## src/rtl/lut_compander.sv

```systemverilog
module lut_compander #(
  parameter int DW       = 22,
  parameter int WORD_AW  = 6,
  parameter int PSW      = 5,
  parameter int PRE_MAX  = 16,
  parameter int NSW      = 5,
  parameter int NORM_MIN = -2,
  parameter int NORM_MAX = 14
) (
  input  logic                 clk,
  input  logic                 rst_n,
  input  logic                 in_valid,
  input  logic [DW-1:0]        in_data,
  input  logic                 in_pos_ovf,
  input  logic                 in_neg_ovf,
  input  logic                 cfg_run,
  input  logic                 cfg_pos_addr,
  input  logic [PSW-1:0]       cfg_pre_shift,
  input  logic                 cfg_dyn_norm,
  input  logic [NSW-1:0]       cfg_norm_shift,
  input  logic                 cfg_add_offset,
  input  logic                 cfg_byte_hi,
  input  logic                 cfg_byte_lo,
  input  logic                 wr_en,
  input  logic [WORD_AW:0]     wr_addr,
  input  logic [31:0]          wr_data,
  output logic                 out_valid,
  output logic [DW-1:0]        out_data
);
  localparam int FW     = WORD_AW + 2;
  localparam int HW     = DW - FW;
  localparam int NWORDS = 1 << WORD_AW;
  localparam int NENT   = NWORDS + 2;
  localparam int IXW    = WORD_AW + 1;
  localparam int TW     = 32;
  localparam logic [IXW-1:0] UP_IX = IXW'(NWORDS);
  localparam logic [IXW-1:0] LO_IX = IXW'(NWORDS + 1);

  // window prescaler and over/under-select detection
  logic [PSW-1:0]       pre_amt;
  logic signed [DW-1:0] pre_val;
  logic [HW-1:0]        hi_bits;
  logic                 neg, sgn_bad, f_over, f_under, take_up, take_lo, sat_any;

  assign pre_amt = (cfg_pre_shift > PSW'(PRE_MAX)) ? PSW'(PRE_MAX) : cfg_pre_shift;
  assign pre_val = $signed(in_data) >>> pre_amt;
  assign hi_bits = pre_val[DW-1:FW];
  assign neg     = in_data[DW-1];
  assign sgn_bad = hi_bits != {HW{pre_val[FW-1]}};
  assign f_over  = !neg && (cfg_pos_addr ? (|hi_bits) : sgn_bad);
  assign f_under = neg && (cfg_pos_addr || sgn_bad);
  assign take_up = in_pos_ovf || (!in_neg_ovf && f_over);
  assign take_lo = !in_pos_ovf && (in_neg_ovf || (!f_over && f_under));
  assign sat_any = take_up || take_lo;

  logic            s1_v, s1_force;
  logic [DW-1:0]   s1_data;
  logic [IXW-1:0]  s1_ix;
  logic [1:0]      s1_bsel;

  always_ff @(posedge clk or negedge rst_n) begin
    if (!rst_n) begin
      s1_v <= 1'b0; s1_force <= 1'b0; s1_data <= '0; s1_ix <= '0; s1_bsel <= '0;
    end else begin
      s1_v     <= in_valid;
      s1_data  <= in_data;
      s1_force <= sat_any;
      s1_ix    <= take_up ? UP_IX : (take_lo ? LO_IX : {1'b0, pre_val[FW-1:2]});
      s1_bsel  <= sat_any ? 2'd3 : pre_val[1:0];
    end
  end

  // table with two saturation words
  logic [TW-1:0] tbl [NENT];

  always_ff @(posedge clk) begin
    if (wr_en && !cfg_run && (wr_addr < IXW'(NENT)))
      tbl[wr_addr] <= wr_data;
  end

  logic            s2_v;
  logic [DW-1:0]   s2_data;
  logic [TW-1:0]   s2_word;
  logic [1:0]      s2_bsel;

  always_ff @(posedge clk or negedge rst_n) begin
    if (!rst_n) begin
      s2_v <= 1'b0; s2_data <= '0; s2_word <= '0; s2_bsel <= '0;
    end else begin
      s2_v    <= s1_v;
      s2_data <= s1_data;
      s2_word <= tbl[s1_ix];
      s2_bsel <= s1_bsel;
    end
  end

  // normaliser, output adder, byte overrides
  logic [TW-1:0]        eff_word;
  logic [7:0]           sel_byte;
  logic [NSW-1:0]       nsh, lsh;
  logic [NSW-2:0]       rsh;
  logic                 nsh_ok;
  logic signed [DW:0]   ext, rnd_add, rres, norm;
  logic [DW-1:0]        sum, res;

  assign eff_word = cfg_run ? s2_word : '0;
  assign sel_byte = eff_word[{s2_bsel, 3'b000} +: 8];
  assign nsh      = (cfg_dyn_norm && cfg_run) ? eff_word[DW +: NSW] : cfg_norm_shift;
  assign nsh_ok   = ($signed(nsh) >= NORM_MIN) && ($signed(nsh) <= NORM_MAX);
  assign rsh      = nsh[NSW-2:0];
  assign lsh      = NSW'(~nsh + 1'b1);
  assign ext      = {s2_data[DW-1], s2_data};
  assign rnd_add  = ($signed(nsh) > 0) ? ((DW+1)'(1) <<< (rsh - 1'b1)) : '0;
  assign rres     = (ext + rnd_add) >>> rsh;

  always_comb begin
    if (!nsh_ok)           norm = '0;
    else if (nsh[NSW-1])   norm = ext <<< lsh;
    else                   norm = rres;
  end

  assign sum = norm[DW-1:0] + (cfg_add_offset ? eff_word[DW-1:0] : '0);

  always_comb begin
    res = sum;
    if (cfg_byte_hi) res[DW-1:DW-8] = sel_byte;
    if (cfg_byte_lo) res[7:0]       = sel_byte;
  end

  always_ff @(posedge clk or negedge rst_n) begin
    if (!rst_n) begin
      out_valid <= 1'b0; out_data <= '0;
    end else begin
      out_valid <= s2_v;
      out_data  <= res;
    end
  end

  // checks
  logic [1:0] warm;
  always_ff @(posedge clk or negedge rst_n) begin
    if (!rst_n) warm <= '0;
    else if (warm != 2'd3) warm <= warm + 2'd1;
  end

  AST_LATENCY: assert property (@(posedge clk) disable iff (!rst_n)
    (warm == 2'd3) |-> (out_valid == $past(in_valid, 3)));
  AST_SIGNED_OVER: assert property (@(posedge clk) disable iff (!rst_n)
    (in_valid && !cfg_pos_addr && !in_pos_ovf && !in_neg_ovf && !neg && sgn_bad) |=> (s1_ix == UP_IX));
  AST_POS_NEG_UNDER: assert property (@(posedge clk) disable iff (!rst_n)
    (in_valid && cfg_pos_addr && neg && !in_pos_ovf) |=> (s1_ix == LO_IX));
  AST_FLAG_PRIORITY: assert property (@(posedge clk) disable iff (!rst_n)
    (in_valid && in_pos_ovf) |=> (s1_ix == UP_IX));
  AST_SAT_MSB: assert property (@(posedge clk) disable iff (!rst_n)
    (s1_v && s1_force) |=> (s2_bsel == 2'd3));
  AST_NORM_ZERO: assert property (@(posedge clk) disable iff (!rst_n)
    (s2_v && !nsh_ok && !cfg_add_offset && !cfg_byte_hi && !cfg_byte_lo) |=> (out_data == '0));
endmodule

```

## config.mk

```make
export PLATFORM = sky130hd
export DESIGN_NAME = lut_compander
export DESIGN_NICKNAME = d
export VERILOG_FILES = /design/src/rtl/lut_compander.sv
export SDC_FILE = /design/constraint.sdc
export NUM_CORES = 2
export LEC_CHECK = 0
export ABC_AREA = 1
export BUFFER_PORTS_ARGS = -buffer_cell sky130_fd_sc_hd__buf_2
export CAP_MARGIN = 40
export CELL_PAD_IN_SITES_DETAIL_PLACEMENT = 0
export CELL_PAD_IN_SITES_GLOBAL_PLACEMENT = 1
export CORE_ASPECT_RATIO = 1.5
export CORE_MARGIN = 2
export CORE_UTILIZATION = 58
export CTS_BUF_LIST = sky130_fd_sc_hd__clkbuf_4 sky130_fd_sc_hd__clkbuf_8
export DETAILED_ROUTE_END_ITERATION = 10
export GPL_TIMING_DRIVEN = 1
export PLACE_DENSITY = 0.95
export SYNTH_ARGS = -nofsm -noshare
export SYNTH_HDL_FRONTEND = slang
export SYNTH_SLANG_ARGS = --single-unit
export TNS_END_PERCENT = 5
```

## constraint.sdc

```tcl
create_clock -name clk -period 9.33 [get_ports clk]
set_clock_uncertainty 0.1 [all_clocks]
set_input_delay 0.4665 -clock clk [delete_from_list [all_inputs] [get_ports clk]]
set_output_delay 0.4665 -clock clk [all_outputs]
set_load 0.1 [all_outputs]
```

---- Word level (Yosys, flattened, before mapping) ----
Memory sizes are Yosys's and may differ from the RTL's. A register that Yosys moved wholly into a read port is not among the register bits.
Cells that the tools add are included.
operators by class
  muxes and demuxes ....................... 15
  magnitude comparators ................... 5
  shifts and indexed selects .............. 5
  bitwise logic cells ..................... 1
  reductions and logical operators ........ 20
  equality and inequality tests ........... 1
  $add $sub $neg .......................... 4
operator list
  operator                 count
  $mux W22                 3
  $mux W32                 1
  $shiftx A32 B6 Y8        1
  $add A22 B23 Y23         1
  $mux W23                 1
  $sshl A1 B4 Y23 const A  1
  $sshr A23 B4 Y22         1
  $add A22 B22 Y22         1
  $sshl A22 B5 Y22         1
  $sshr A22 B5 Y22         1
  $mux W8                  2
  $mux W7                  2
  $ne A14 B14 Y1           1
  $reduce_or A14 Y1        1
  $mux W5                  2
  $logic_and A1 B1 Y1      9
  $lt A7 B7 Y1 const B     1
  $logic_not A1 Y1         6
  $add A5 B1 Y5 const B    1
  $ge A5 B2 Y1 const B     1
  $gt A5 B1 Y1 const B     1
  $gt A5 B5 Y1 const B     1
  $le A5 B5 Y1 const B     1
  $not A5 Y5               1
  4 further kinds          9
storage, ports and cells
  memories kept ........................... 1
  bits in registers ....................... 80
  word-level logic and storage cells ...... 61
  bits of input ports ..................... 83
  output and inout bits ................... 23
  RAM bits ................................ 2112
memories
  memory  depth  bits a word  rd ports  clocked after Yosys merged registers in  wr ports  line  text
  tbl     66     32           1         1                                        1         74    logic [TW-1:0] tbl [NENT];

---- Longest topological paths before layout ----
  word-level depth ........................ 12
  depth in mapped cells ................... 45
  mapped depth without buffers ............ 43

---- Worst setup path before layout ----
OpenSTA, ideal clock, no wires.
  path kind ............................... input-to-reg
  start ................................... input port cfg_run
  end ..................................... register out_data[16]
  required time ........................... 9.096 ns
  library setup time ...................... 0.134 ns
  data arrival time ....................... 5.791 ns
  stages .................................. 39
  setup slack ............................. 3.305 ns
  path buffers ............................ 2
  cell sequence ........................... nand2_2 o21ai_2 inv_2 clkbuf_1 ha_1 xnor2_4 clkbuf_1 nand3_1 nor2_1 ha_1 inv_1 fa_1 inv_1 nand2_1 nand3_1 nand2_1 nand2_1 nand2_1 (+3 left out) nand2_1 nand2_1 nand2_1 nand2_1 nand3_1 a21oi_1 ha_1 a21oi_1 nor2_1 o21ai_0 o211ai_1 nor2_1 o21ai_0 a21boi_0 o21ai_0 or2_2 nand3_1 o21ai_0
between the ends
  cells in the longest elaborated chain, start to end .. 11
  elaborated cells between the ends (all ways) .. 21
  those cells by class .................... add/sub: 4; order compare: 3; shift: 4; mux: 7; bitwise: 1; reduce/logical: 2
RTL lines
  element                                          line      text
  from (decl)                                      16        input logic cfg_run,
  $mux W32 or $logic_and A1 B1 Y1 (tied branches)  106, 108
  $mux W5                                          108       assign nsh = (cfg_dyn_norm && cfg_run) ? eff_word[DW +: NSW] : cfg_norm_shift;
  $sub A4 B1 Y4                                    113       assign rnd_add = ($signed(nsh) > 0) ? ((DW+1)'(1) <<< (rsh - 1'b1)) : '0;
  $sshl A1 B4 Y23                                  113
  $mux W23                                         113
  $add A22 B23 Y23                                 114       assign rres = (ext + rnd_add) >>> rsh;
  $sshr A23 B4 Y22                                 114
  $mux W22                                         118       else if (nsh[NSW-1]) norm = ext <<< lsh;
  $mux W22                                         117       if (!nsh_ok) norm = '0;
  $add A22 B22 Y22                                 122       assign sum = norm[DW-1:0] + (cfg_add_offset ? eff_word[DW-1:0] : '0);
  $mux W8 (*)                                      126       if (cfg_byte_hi) res[DW-1:DW-8] = sel_byte;
  named net res[16]                                104       logic [DW-1:0] sum, res;
  to (signal assigned)                             135       out_data <= res;
  to (decl)                                        28        output logic [DW-1:0] out_data
Mark *: on every way through the listed nets, which the timed path passes. The rest lies on a longest branch.

---- Worst setup path in the final report ----
  start ................................... register s2_word[23] (read register of tbl)
  end ..................................... register out_data[16]
between the ends
  cells in the longest elaborated chain, start to end .. 11
  elaborated cells between the ends (all ways) .. 18
  those cells by class .................... add/sub: 4; order compare: 3; shift: 3; mux: 6; bitwise: 1; reduce/logical: 1
RTL lines
  element               line  text
  from (decl)           83    logic [TW-1:0] s2_word;
  $mux W32 (*)          106   assign eff_word = cfg_run ? s2_word : '0;
  $mux W5 (*)           108
  $sub A4 B1 Y4         113
  $sshl A1 B4 Y23       113
  $mux W23              113
  $add A22 B23 Y23      114
  $sshr A23 B4 Y22      114
  $mux W22              118
  $mux W22 (*)          117
  $add A22 B22 Y22 (*)  122
  $mux W8 (*)           126
  named net res[16]     104
Marks and branches as above.

==> metrics.md <==
| Metric | Value |
|---|---|
| Outcome | completed |
| Met3 Resource Use GR | 0.0653 |
| Maximum capacitance violations | 0 |
| GRT busiest layer | met2 |
| Vias per cell | approximately 6.6 |
| Cts hold-fix bufs | 85 |
| Die area | 161,000 sq um |
| Clock root cell | clkbuf_8 |
| Die W | 328 um |
| Initial core utilization | 0.583 |
| Final setup TNS | 0 ps |
| Yosys cell types | between 50 and 60 |
| First-pass GRT wire length | ~400,000 um |
| CTS max path bufs | 4 |
| Seq/Total Area, Yosys | 0.724 |
| Post-Syn Area | approximately 91,000 sq um |
| Min cycle time layout | about 7400 ps |
| Asr flop ratio synth | 0.0504 |
| Sw power | 5610 uW |
| Synthesized instance count | roughly 7,500 |
| Num CTS Buffers | 320 |
| Via count | around 66,000 |
| Slowest-stage cell, CP | o21ai_2 |
| Post-synthesis adder-cell area fraction | 0.00605 |
| # rows | 178 |
| Post-CTS setup buffers | 0 |
| Worst Path Max Fanout | 27 |
| Core area | roughly 160,000 sq um |
| Initial antenna violation count | 22 |
| Port Buf Inserts | between 100 and 150 |
| # H-tree levels | 5 |
| Delay-heaviest family, CP | compound AO/OA/AOI/OAI gates |
| Critical path type | reg2reg |
| Die Height | a little under 500 um |
| Crit path buffers/inverters | 4 |
| GRT overflow | 0 |
| Worst Setup End Kind | register |
| Max incr delay on CP | 490 ps |
| Largest net degree at the start of global routing | 183 |
| Tot Pwr | around 21,000 uW |
| All-Layer GR Usage | 0.334 |
| Slew @ Worst Pin | approximately 970 ps |
| # fillers | 10,935 |
| Layout area overhead | 11.1% |
| Worst vdd ir | just under 0.2 mV |
| #FFs+latches synth | around 2,200 |
| DRT iter0 DRCs | around 10,000 |
| Max-slew violations | 0 |
| Main synth FF type | edfxtp_1 |
| Hold WC Path Type | in2reg |
| CP Launch Type | register |
| Fin crit share | 0.789 |
| Mux contribution to synthesized area | 0.000109 |
| Pwr/cell area | roughly 210 nW/um^2 |
| Leakage | 0.0340 uW |
| Worst-path clk slew | ~60 ps |
| GP Congestion | a little over 0.9 |
| IO Count | about 110 |
| CP required | roughly 10,000 ps |
| ANT nets after route | 0 |
| Reg power frac | 0.522 |
| Non-Filler Instances | 9,968 |
| Net Count, Synth | between 7,000 and 8,000 |
| Simple-Gate Fraction of Synth Area | 0.0985 |
| CP arrival | between 8000 and 9000 ps |
| Skew-Pair Late Insertion Delay | about 1100 ps |
| Placed Cells | 9,333 |
| Max Clk Rate | ~140 MHz |
| DRC viols | 0 |
| Avg WL per Cell | about 28 um |
| Resized cells post-CTS | 0 |
| Setup Viol. Count Final | 0 |
| Pint | 15,500 uW |
| Share of cells above drive strength 1 | 0.112 |
| Post-Route Utilization | 0.648 |
| Switch share | 0.265 |
| Logic pwr share | 0.125 |
| DRT Pass-1 Iters | 9 |
| Compound-cell area share of the yosys netlist | 0.139 |
| Mean area per synthesized cell | approximately 12 sq um |
| Post-synth EDFFs | 2,112 |
| RSZ-0062 raised after global routing | no |
| Hold Vio Cnt, Final | 0 |
| Fin nets | ~7,800 |
| GR Util met2 | 0.544 |
| Yosys Warn Count | 0 |
| Worst rel slew slack | 0.351 |
| Vias in the first global route | about 63,000 |
| CTS tree | done |
| Largest family of logic cells by synthesized area | compound AO/OA/AOI/OAI gates |
| Clock Sinks | between 2,000 and 2,500 |
| Clock share of power | 0.353 |
| DPL Wire Length | between 100,000 and 150,000 um |
| GR Layer Usage met1 | 0.408 |
| Post-Synth XOR/XNOR Area | 0.00268 |
| Final WL | 275,000 um |
==> cell usage in the layout (no fill, tap or decap), types with 15 or more instances in the layout <==
master,instances
a21oi_1,92
a31oi_1,16
buf_12,18
buf_2,111
buf_4,149
clkbuf_4,92
clkbuf_8,334
clkinv_1,66
clkinv_2,26
dfrtp_1,107
dlygate4sd3_1,84
edfxtp_1,2112
ha_1,41
inv_1,137
nand2_1,472
nand3_1,259
nand4_1,15
nor2_1,1412
nor2_4,66
nor3_1,16
o211ai_1,41
o21ai_0,1409
o21ai_1,23
o221ai_1,109
o22ai_1,487
o32ai_1,19
==> cell type report <==
cell class	instances	area, sq um	share of cell area
antenna	14	35.0	0.000345
sequential	2224	66200	0.652
clock inverter	109	706	0.00695
tap	2070	2590	0.0255
clock buffer	426	5290	0.0520
inverter	156	619	0.00610
multi-input combinational	4598	23100	0.227
timing repair buffer	371	3050	0.0300
==> cell families after synthesis <==
kind of cell	Yosys count
compound gates	2258
xor+xnor	25
fa+ha+maj	43
buf+inv	671
flops	2224
mux	1
simple gates	2271
==> through the flow <==
stage          hold WS [ps]  worst slack (ps)  area (sq um)
3_3_place_gp            233              1430         94400
2_1_floorplan          70.9              3300         91500
3_5_place_dp            235              1360         94700
4_1_cts               0.689              2040        102000
5_1_grt                39.6              1430        102000
6_report               68.1              1970        102000
==> state kept, by name (all words and copies together), names as in the netlist <==
register / cells
out_data: 22
out_valid: 1
s1_bsel: 2
s1_data: 22
s1_ix: 7
s1_v: 1
s2_bsel: 2
s2_data: 22
s2_v: 1
s2_word: 32
tbl: 2112
==> layer usage <==
layer / up-vias / wire length (um)
li1: 28073 / -
met1: 31646 / 90800
met2: 4909 / 133000
met3: 964 / 32000
met4: 8 / 19200
met5: - / 49
==> worst paths after layout <==
path                                       startpoint                endpoint  slack [ps]  cells after the start
worst max-delay path            s2_word[23]$_DFF_PN0_  out_data[16]$_DFF_PN0_        1970                     36
worst min-delay path                      wr_data[16]   tbl[42][16]$_DFFE_PP_          70                      2
worst max register to register  s2_word[23]$_DFF_PN0_  out_data[16]$_DFF_PN0_        1970                     36
worst min register to register  s1_data[17]$_DFF_PN0_   s2_data[17]$_DFF_PN0_         220                      0
max in group asynchronous                       rst_n      s1_ix[3]$_DFF_PN0_        7800                      4
min in group asynchronous                       rst_n  out_data[20]$_DFF_PN0_         440                      4
==> power by group through the flow <==
stage / sequential (uW) / clock [uW] / combinational, uW
after floorplan: 11400 / 0 / 1420
after global placement: 11300 / 0 / 2450
after detailed placement: 11300 / 0 / 2530
after CTS: 11000 / 7490 / 2580
after global routing: 11000 / 7870 / 2820
final: 11000 / 7460 / 2650
==> worst register-to-register path: cells and delay by family, from the launching register on <==
| family | cells | cell delay (ps) |
|---|---|---|
| DFF | 1 | 320 |
| AOI/OAI and AO/OA | 10 | 2200 |
| buffers and inverters | 4 | 620 |
| and+or+nand+nor | 16 | 2010 |
| adders and majority gates | 5 | 1730 |
| xor gates and xnor gates | 1 | 250 |
==> synthesized netlist by cell type, types with 22 or more instances <==
cell	count	area, sq um
o22ai_1	487	3050
nand3_1	259	1300
nand2_1	472	1770
edfxtp_1	2112	63400
dfrtp_1	112	2800
inv_1	140	526
o21ai_0	1410	7060
nor2_1	1478	5550
buf_2	78	390
o21ai_1	22	110
ha_1	41	513
o211ai_1	41	308
a21oi_1	92	460
o221ai_1	109	955
clkbuf_1	407	1530
(Power assumes the default switching activity.)
